**src/rtl/refsched_pkg.sv**
```systemverilog
package refsched_pkg;
  typedef struct packed {
    logic rasLow;
    logic casLow;
    logic rowDrive;
    logic advance;
  } refStrobe_t;
endpackage

```
**src/rtl/refsched_ctrl.sv**
```systemverilog
module refsched_ctrl
  import refsched_pkg::*;
#(
  parameter int CLK_MHZ  = 100,
  parameter int T_RAS    = 3,
  parameter int T_RP     = 2,
  parameter int MAX_PEND = 8
) (
  input  logic       clk,
  input  logic       rstN,
  input  logic       useCbr,
  input  logic       extPeriod,
  input  logic       grant,
  output logic       req,
  output logic       done,
  output logic       urgent,
  output refStrobe_t strb
);
  localparam int EXT_CYC = (CLK_MHZ * 125) / 2;
  localparam int STD_CYC = EXT_CYC / 4;
  localparam int TW = $clog2(EXT_CYC + 1);
  localparam int PW = $clog2(MAX_PEND + 1);
  localparam int PH_MAX = (T_RAS > T_RP) ? T_RAS : T_RP;
  localparam int HW = $clog2(PH_MAX + 1);

  typedef enum logic [1:0] {S_IDLE, S_CASLEAD, S_RASLO, S_PRECH} state_t;

  state_t state, nextState;
  logic [TW-1:0] tmr;
  logic [TW-1:0] interval;
  logic [PW-1:0] pend;
  logic [HW-1:0] ph;
  logic tick, start, cycCbr;

  assign interval = extPeriod ? TW'(EXT_CYC) : TW'(STD_CYC);
  assign tick = (tmr >= interval - TW'(1));
  assign start = (state == S_IDLE) && (pend != '0) && grant;

  always_ff @(posedge clk) begin
    if (!rstN) tmr <= '0;
    else if (tick) tmr <= '0;
    else tmr <= tmr + TW'(1);
  end

  always_ff @(posedge clk) begin
    if (!rstN) pend <= '0;
    else begin
      case ({tick, start})
        2'b10: if (pend != PW'(MAX_PEND)) pend <= pend + PW'(1);
        2'b01: pend <= pend - PW'(1);
        default: pend <= pend;
      endcase
    end
  end

  always_comb begin
    nextState = state;
    case (state)
      S_IDLE:    if (start) nextState = useCbr ? S_CASLEAD : S_RASLO;
      S_CASLEAD: nextState = S_RASLO;
      S_RASLO:   if (ph == HW'(T_RAS - 1)) nextState = S_PRECH;
      S_PRECH:   if (ph == HW'(T_RP - 1)) nextState = S_IDLE;
      default:   nextState = S_IDLE;
    endcase
  end

  always_ff @(posedge clk) begin
    if (!rstN) begin
      state  <= S_IDLE;
      ph     <= '0;
      cycCbr <= 1'b0;
    end else begin
      state <= nextState;
      ph    <= (nextState != state) ? '0 : ph + HW'(1);
      if (start) cycCbr <= useCbr;
    end
  end

  assign done          = (state == S_PRECH) && (ph == HW'(T_RP - 1));
  assign req           = (state != S_IDLE) || (pend != '0);
  assign urgent        = (pend == PW'(MAX_PEND));
  assign strb.rasLow   = (state == S_RASLO);
  assign strb.casLow   = (state == S_CASLEAD) || ((state == S_RASLO) && cycCbr);
  assign strb.rowDrive = (state == S_RASLO) && !cycCbr;
  assign strb.advance  = done && !cycCbr;

  // CAS already low the cycle before RAS falls in a CBR cycle
  a_r5_cas_before_ras: assert property (@(posedge clk) disable iff (!rstN)
    (strb.rasLow && !$past(strb.rasLow) && strb.casLow) |-> $past(strb.casLow));

  // pending count holds at its limit unless a cycle starts
  a_r8_sat_hold: assert property (@(posedge clk) disable iff (!rstN)
    ($past(pend) == PW'(MAX_PEND) && !$past(start)) |-> (pend == PW'(MAX_PEND)));

  // done never lasts two cycles
  a_r9_done_single: assert property (@(posedge clk) disable iff (!rstN)
    done |=> !done);

  // strobes idle unless a cycle was started
  a_r4_idle_strobes: assert property (@(posedge clk) disable iff (!rstN)
    ($past(state) == S_IDLE && !$past(start)) |-> (!strb.rasLow && !strb.casLow));
endmodule

```
**src/rtl/refsched_dp.sv**
```systemverilog
module refsched_dp
  import refsched_pkg::*;
#(
  parameter int ROW_BITS = 11
) (
  input  logic                clk,
  input  logic                rstN,
  input  refStrobe_t          strb,
  output logic                rasN,
  output logic                casN,
  output logic [ROW_BITS-1:0] addr
);
  logic [ROW_BITS-1:0] row;

  always_ff @(posedge clk) begin
    if (!rstN) row <= '0;
    else if (strb.advance) row <= row + ROW_BITS'(1);
  end

  assign rasN = !strb.rasLow;
  assign casN = !strb.casLow;
  assign addr = strb.rowDrive ? row : '0;

  // row steps by one (wrapping) after each completed row-only cycle
  a_r7_row_step: assert property (@(posedge clk) disable iff (!rstN)
    $past(strb.advance) |-> (row == ROW_BITS'($past(row) + 1'b1)));

  // row holds otherwise
  a_r7_row_hold: assert property (@(posedge clk) disable iff (!rstN)
    !$past(strb.advance) |-> $stable(row));
endmodule

```
**src/rtl/dram_refresh_sched.sv**
```systemverilog
module dram_refresh_sched
  import refsched_pkg::*;
#(
  parameter int CLK_MHZ  = 100,
  parameter int T_RAS    = 3,
  parameter int T_RP     = 2,
  parameter int MAX_PEND = 8,
  parameter int ROW_BITS = 11
) (
  input  logic                clk,
  input  logic                rstN,
  input  logic                useCbr,
  input  logic                extPeriod,
  input  logic                grant,
  output logic                req,
  output logic                rasN,
  output logic                casN,
  output logic [ROW_BITS-1:0] addr,
  output logic                done,
  output logic                urgent
);
  refStrobe_t strb;

  refsched_ctrl #(
    .CLK_MHZ(CLK_MHZ), .T_RAS(T_RAS), .T_RP(T_RP), .MAX_PEND(MAX_PEND)
  ) u_ctrl (
    .clk(clk), .rstN(rstN), .useCbr(useCbr), .extPeriod(extPeriod),
    .grant(grant), .req(req), .done(done), .urgent(urgent), .strb(strb)
  );

  refsched_dp #(.ROW_BITS(ROW_BITS)) u_dp (
    .clk(clk), .rstN(rstN), .strb(strb),
    .rasN(rasN), .casN(casN), .addr(addr)
  );
endmodule

```
**config.mk**
```make
export PLATFORM = sky130hd
export DESIGN_NAME = dram_refresh_sched
export DESIGN_NICKNAME = d
export VERILOG_FILES = /design/src/rtl/refsched_pkg.sv /design/src/rtl/refsched_ctrl.sv /design/src/rtl/refsched_dp.sv /design/src/rtl/dram_refresh_sched.sv
export SDC_FILE = /design/constraint.sdc
export NUM_CORES = 1
export LEC_CHECK = 0
export BUFFER_PORTS_ARGS = -buffer_cell sky130_fd_sc_hd__buf_2
export CAP_MARGIN = 5
export CORE_UTILIZATION = 40
export DETAILED_ROUTE_END_ITERATION = 10
export HOLD_SLACK_MARGIN = 0.08
export PLACE_DENSITY = 0.67
export SYNTH_ARGS = -nofsm -noshare
export SYNTH_HDL_FRONTEND = slang
export SYNTH_SLANG_ARGS = --single-unit
export TNS_END_PERCENT = 100
```
**constraint.sdc**
```tcl
create_clock -name clk -period 8 [get_ports clk]
set_input_delay 2.4 -clock clk [delete_from_list [all_inputs] [get_ports clk]]
set_output_delay 2.4 -clock clk [all_outputs]
set_load 0.1 [all_outputs]
```
Word level (Yosys, flattened, before mapping)
Index checks and enable logic that the tools add are counted.
{"block": "word_totals", "reg_bits": 33, "in_bits": 5}
{"block": "op_classes", "add_sub_neg": 6, "order_cmp": 1, "eq_ne": 11, "mux": 9, "n_bitwise": 1, "reduce_logical": 18}
{"operator": "adder 13 x 1 -> 13 bit (second input constant)", "count": 1}
{"operator": ">= comparator 13 bit", "count": 1}
{"operator": "2-to-1 mux 13 bit", "count": 1}
{"operator": "subtractor 13 x 1 -> 13 bit (second input constant)", "count": 1}
{"operator": "adder 11 x 1 -> 11 bit (second input constant)", "count": 1}
{"operator": "2-to-1 mux 11 bit", "count": 1}
{"operator": "equality test 2 bit (second input constant)", "count": 4}
{"operator": "2-to-1 mux 2 bit", "count": 4}
{"operator": "case mux 2 bit (4 select lines)", "count": 1}
{"operator": "case mux 4 bit (2 select lines)", "count": 1}
{"operator": "equality test 2 x 1 -> 1 bit (second input constant)", "count": 3}
{"operator": "logical AND 1 bit", "count": 6}
{"operator": "adder 4 x 1 -> 4 bit (second input constant)", "count": 1}
{"operator": "equality test 4 bit (second input constant)", "count": 1}
{"operator": "2-to-1 mux 4 bit", "count": 1}
{"operator": "inequality test 4 bit (second input constant)", "count": 1}
{"operator": "nonzero test 2 bit", "count": 2}
{"operator": "nonzero test 4 bit", "count": 1}
{"operator": "OR reduction 2 bit", "count": 2}
{"operator": "subtractor 4 x 1 -> 4 bit (second input constant)", "count": 1}
{"operator": "logical NOT 1 bit", "count": 3}
{"operator": "adder 2 x 1 -> 2 bit (second input constant)", "count": 1}
{"operator": "logical NOT 2 bit", "count": 1}
{"operator": "logical OR 1 bit", "count": 2}
{"operator": "4 further kinds", "count": 4}

Depth between registers and ports, before layout
{"block": "logic_depth", "depth_word": 7, "mapped_depth": 13, "mapped_depth_nobuf": 13}

Modules after synthesis
A second synthesis with hierarchy kept.
{"block": "hier_totals", "hier_cells": 218, "area_unflattened_um2": 1845.5}
{"mod": "refsched_ctrl", "instances": 1, "cells_each": 149, "area_per_inst_um2": 1282.5, "seq_area_each_um2": 440.4}
{"mod": "refsched_dp", "instances": 1, "cells_each": 69, "area_per_inst_um2": 563.0, "seq_area_each_um2": 220.2}

Worst setup path after synthesis
OpenSTA, ideal clock, no wires.
{"block": "synth_path", "kind": "register to output", "startpoint": "reg u_ctrl.state[0]", "endpoint": "out casN", "t_arrival_ns": 2.937, "t_required_ns": 5.600, "path_slack_ns": 2.663, "stages_incl_launch_ff": 5, "n_path_buf": 1, "path_cell_list": "dfxtp_1 -> clkbuf_1 -> nand2b_1 -> nor2_1 -> a21oi_1"}
{"block": "synth_between", "elab_chain_cells": 4, "word_cells_on_any_way": 5, "cone_classes": "eq/ne: 2; reduce/logical: 3"}
{"item": "from (decl)", "line_no": "refsched_ctrl.sv:28", "source": "state_t state, nextState;"}
{"item": "from (signal assigned)", "line_no": "refsched_ctrl.sv:73", "source": "state <= nextState;"}
{"item": "equality test 2 bit", "line_no": "refsched_ctrl.sv:83", "source": "assign strb.casLow = (state == S_CASLEAD) || ((state == S_RASLO) && cycCbr);"}
{"item": "logical AND 1 bit", "line_no": "refsched_ctrl.sv:83"}
{"item": "logical OR 1 bit *", "line_no": "refsched_ctrl.sv:83"}
{"item": "logical NOT 1 bit *", "line_no": "refsched_dp.sv:21", "source": "assign casN = !strb.casLow;"}
{"item": "to (decl)", "line_no": "dram_refresh_sched.sv:17", "source": "output logic casN,"}
Every way passes the cells marked *; elsewhere a longest branch is shown, timed or not.

Worst setup path in the final report
{"block": "layout_path", "startpoint": "in extPeriod", "endpoint": "reg u_ctrl.pend[3]"}
{"block": "layout_between", "elab_chain_cells": 6, "word_cells_on_any_way": 9, "cone_classes": "add/sub: 1; order compare: 1; eq/ne: 3; mux: 2; reduce/logical: 2"}
{"item": "from (decl)", "line_no": "dram_refresh_sched.sv:13", "source": "input logic extPeriod,"}
{"item": "2-to-1 mux 13 bit *", "line_no": "refsched_ctrl.sv:35", "source": "assign interval = extPeriod ? TW'(EXT_CYC) : TW'(STD_CYC);"}
{"item": "subtractor 13 x 1 -> 13 bit *", "line_no": "refsched_ctrl.sv:36", "source": "assign tick = (tmr >= interval - TW'(1));"}
{"item": ">= comparator 13 bit *", "line_no": "refsched_ctrl.sv:36"}
{"item": "equality test 2 bit or equality test 2 x 1 -> 1 bit (tied branches)", "line_no": "refsched_ctrl.sv:48", "source": "case ({tick, start})"}
{"item": "inequality test 2 x 1 -> 1 bit (no line) or nonzero test 2 bit (tied branches)"}
{"item": "AND reduction 2 bit (no line)"}
{"item": "to (signal assigned)", "line_no": "refsched_ctrl.sv:49", "source": "2'b10: if (pend != PW'(MAX_PEND)) pend <= pend + PW'(1);"}
{"item": "to (signal assigned)", "line_no": "refsched_ctrl.sv:50", "source": "2'b01: pend <= pend - PW'(1);"}
{"item": "to (signal assigned)", "line_no": "refsched_ctrl.sv:51", "source": "default: pend <= pend;"}
{"item": "to (decl)", "line_no": "refsched_ctrl.sv:31", "source": "logic [PW-1:0] pend;"}
Marks and branches as above.
A chain may end at the register's enable or synchronous reset.

==> results.json <==
{
  "fp.dieArea_um2": 4880,
  "regArea_um2": 661,
  "synth_top_area_cell": "dfxtp_1",
  "gp_congestion": 0.749,
  "syn_nets": 233,
  "setup_viol": 0,
  "worstMarginPinSlew_ps": 520,
  "clockBufferDepth": 2,
  "clk_root_buffer_cell": "clkbuf_8",
  "drive_gt1_frac": 0.146,
  "insertion_delay_ps": 280,
  "first_pass_iters": 4,
  "outcome": "complete, no violations",
  "nFillCells": 424,
  "p_leak_nw": 0.921,
  "min_delay_path_depth": 1,
  "area_growth_pct": 12.8,
  "numClockSinks": 33,
  "ioPinCount": 21,
  "grt_max_degree": 14,
  "drtIter0Drc": 68,
  "rsz0062_at_grt": "no",
  "ys_seq_elements": 33,
  "hp-class": "flop to flop",
  "rr_worst_depth": 13,
  "wirelength_um": 3410,
  "async_reset_ff_frac": 0,
  "fin_skew_ps": 4.72,
  "fmax_ghz": 0.203,
  "syn_inst": 213,
  "slew_violations": 0,
  "io_buffers": 20,
  "ys_types": 39,
  "maxSlewHeadroom": 0.651,
  "path_max_fanout": 7,
  "cts_tree": "done",
  "grtUsageTotal": 0.160,
  "finish.utilization": 0.474,
  "ys_warn_count": 0,
  "hold_viol": 0,
  "start_util": 0.420,
  "synthFlopType": "dfxtp_1",
  "row_count": 24,
  "multi_input_area_um2": 1110,
  "synth-edff-count": 0,
  "ctsHoldBuffers": 0,
  "grt_pass1_wl_um": 6150,
  "worst_ep_arrival_time_ps": 5120,
  "final.min_clock_period_ps": 4930,
  "chipWidth_um": 69.8,
  "grt_overflow": 0,
  "total_power_mw": 0.425,
  "nets": 252,
  "ctsResizeCount": 0,
  "maxCapViolCount": 0,
  "syn_avg_cell_area_um2": 8.64,
  "worstSetupPathType": "input port to flop",
  "cts_buffers": 5,
  "htree_num_levels": 2,
  "vias_per_cell": 5.05,
  "dp_hpwl_um": 2480,
  "postCtsSetupBuffers": 0,
  "clk_pin_slew_ps": 70,
  "p_per_area_nw_per_um2": 204,
  "vias": 1440,
  "yosysSeqAreaShare": 0.359,
  "worstSetupStartpointType": "input port",
  "peakVddDrop_uv": 184,
  "whs_ps": 448,
  "die_h_um": 69.8,
  "antenna_left": 0,
  "wl_per_cell_um": 12.0,
  "grt_pass1_vias": 1424,
  "tns_ps": 0,
  "diodes": 0,
  "synth.cell_area_um2": 1840,
  "end_kind": "flop",
  "fin_crit_sh": 0.616,
  "core_area_um2": 4380,
  "post-route-drc-count": 0,
  "synth_top_area_share": 0.359,
  "antenna_found_initial": 0,
  "post_synth_main_area_contributors": "dfxtp_1 36%, ha_1 9.5%, xor2_1 7.1%, nor2_1 6.1%, and2_1 4.8%",
  "critPathRequiredTime_ps": 8190
}
[cells by family (layout without fill, tap and decap cells)]
logic type / after synthesis / count (layout) / share of synthesized area
buf+inv: 18 / 38 / 0.0367
mux: 5 / 5 / 0.0279
flops: 33 / 33 / 0.359
fa+ha+maj: 15 / 15 / 0.106
simple gates: 99 / 99 / 0.277
compound gates: 22 / 22 / 0.0938
xor+xnor: 21 / 21 / 0.0999
[power by group]
| group | switching, mW | leakage, nW | total, mW | internal [mW] |
|---|---|---|---|---|
| clock network | 0.0606 | 0.0542 | 0.138 | 0.0777 |
| logic | 0.0750 | 0.600 | 0.102 | 0.0269 |
| registers | 0.0114 | 0.267 | 0.184 | 0.173 |
| total | 0.147 | 0.921 | 0.425 | 0.278 |
[final cells by class]
cell class                 instances  share of cell area
multi-input combinational        162               0.536
sequential                        33               0.318
timing repair buffer              20              0.0482
clock buffer                       7              0.0464
tap                               52              0.0313
inverter                          10              0.0181
clock inverter                     1             0.00241
[path summary, 6_finish.rpt]
path                                     from        endpoint  slack [ps]
worst max-delay path                extPeriod  u_ctrl.pend[3]        3070
worst min-delay path             u_ctrl.ph[0]    u_ctrl.ph[0]         450
worst min register to register   u_ctrl.ph[0]    u_ctrl.ph[0]         450
worst max register to register  u_ctrl.tmr[1]  u_ctrl.pend[3]        4950
[flip-flops by register name, summed over array words and instances (netlist names)]
name	flops
u_ctrl.cycCbr	1
u_ctrl.pend	4
u_ctrl.ph	2
u_ctrl.state	2
u_ctrl.tmr	13
u_dp.row	11
[cells in the mapped netlist (2+ instances only)]
cell      number
o32ai_1        2
xor2_1        15
o21a_1         2
xnor2_1        6
nand2b_1       2
o21ai_0        3
inv_1         10
nor3_1         3
or3_1          2
nor2_1        30
clkbuf_1       8
nand3_1        6
nand2_1       16
and3_1         8
dfxtp_1       33
and4_1         2
ha_1          14
mux2i_1        4
nand4_1        8
a21oi_1        7
and2_1        14
[layer usage]
| metal | track usage | wire (um) | vias up | share of wire |
|---|---|---|---|---|
| met5 | 0 | 0 | - | 0 |
| met3 | 0.0494 | 133 | 7 | 0.039 |
| met1 | 0.195 | 1690 | 651 | 0.50 |
| li1 | - | - | 765 | - |
| met4 | 0.0867 | 68 | 0 | 0.020 |
| met2 | 0.249 | 1520 | 17 | 0.45 |
[layout by cell type, fill, tap and decap left out, drive strengths merged]
cell type,n
a211oi,1
or2,1
o21ai,3
a2111oi,1
a31o,1
and4b,1
nor2,30
or3,2
nor3,4
a21oi,8
nor2b,1
o21a,2
o41ai,1
nor3b,1
nor4,1
o32ai,3
xor2,15
nand3b,1
and3,8
buf,20
inv,10
or4,1
clkbuf,7
xnor2,6
fa,1
mux2,1
nand2b,2
nand3,6
nand4,8
ha,14
clkinv,1
o221ai,1
and4,2
mux2i,4
and2,14
nand2,16
dfxtp,33
a21o,1
[critical path: stages]
cell,delay [ps]
buf_2,120
inv_1,90
ha_1,310
a2111oi_0,420
o221ai_1,210
a21oi_4,250
nand2_1,130
inv_1,120
ha_1,240
a21o_1,180
a21oi_1,210
nand2_1,70
mux2_2,290
o32ai_1,100
[per-stage QoR]
step	cell area, um^2	worst slack, ps	cells
finish	2080	3070	285
global route	2080	2740	285
CTS	2080	3040	285
detailed placement	1980	2740	277
global placement	1980	2940	277
floorplan	1840	2660	213
No activity file was read; power rests on OpenSTA's default activity.
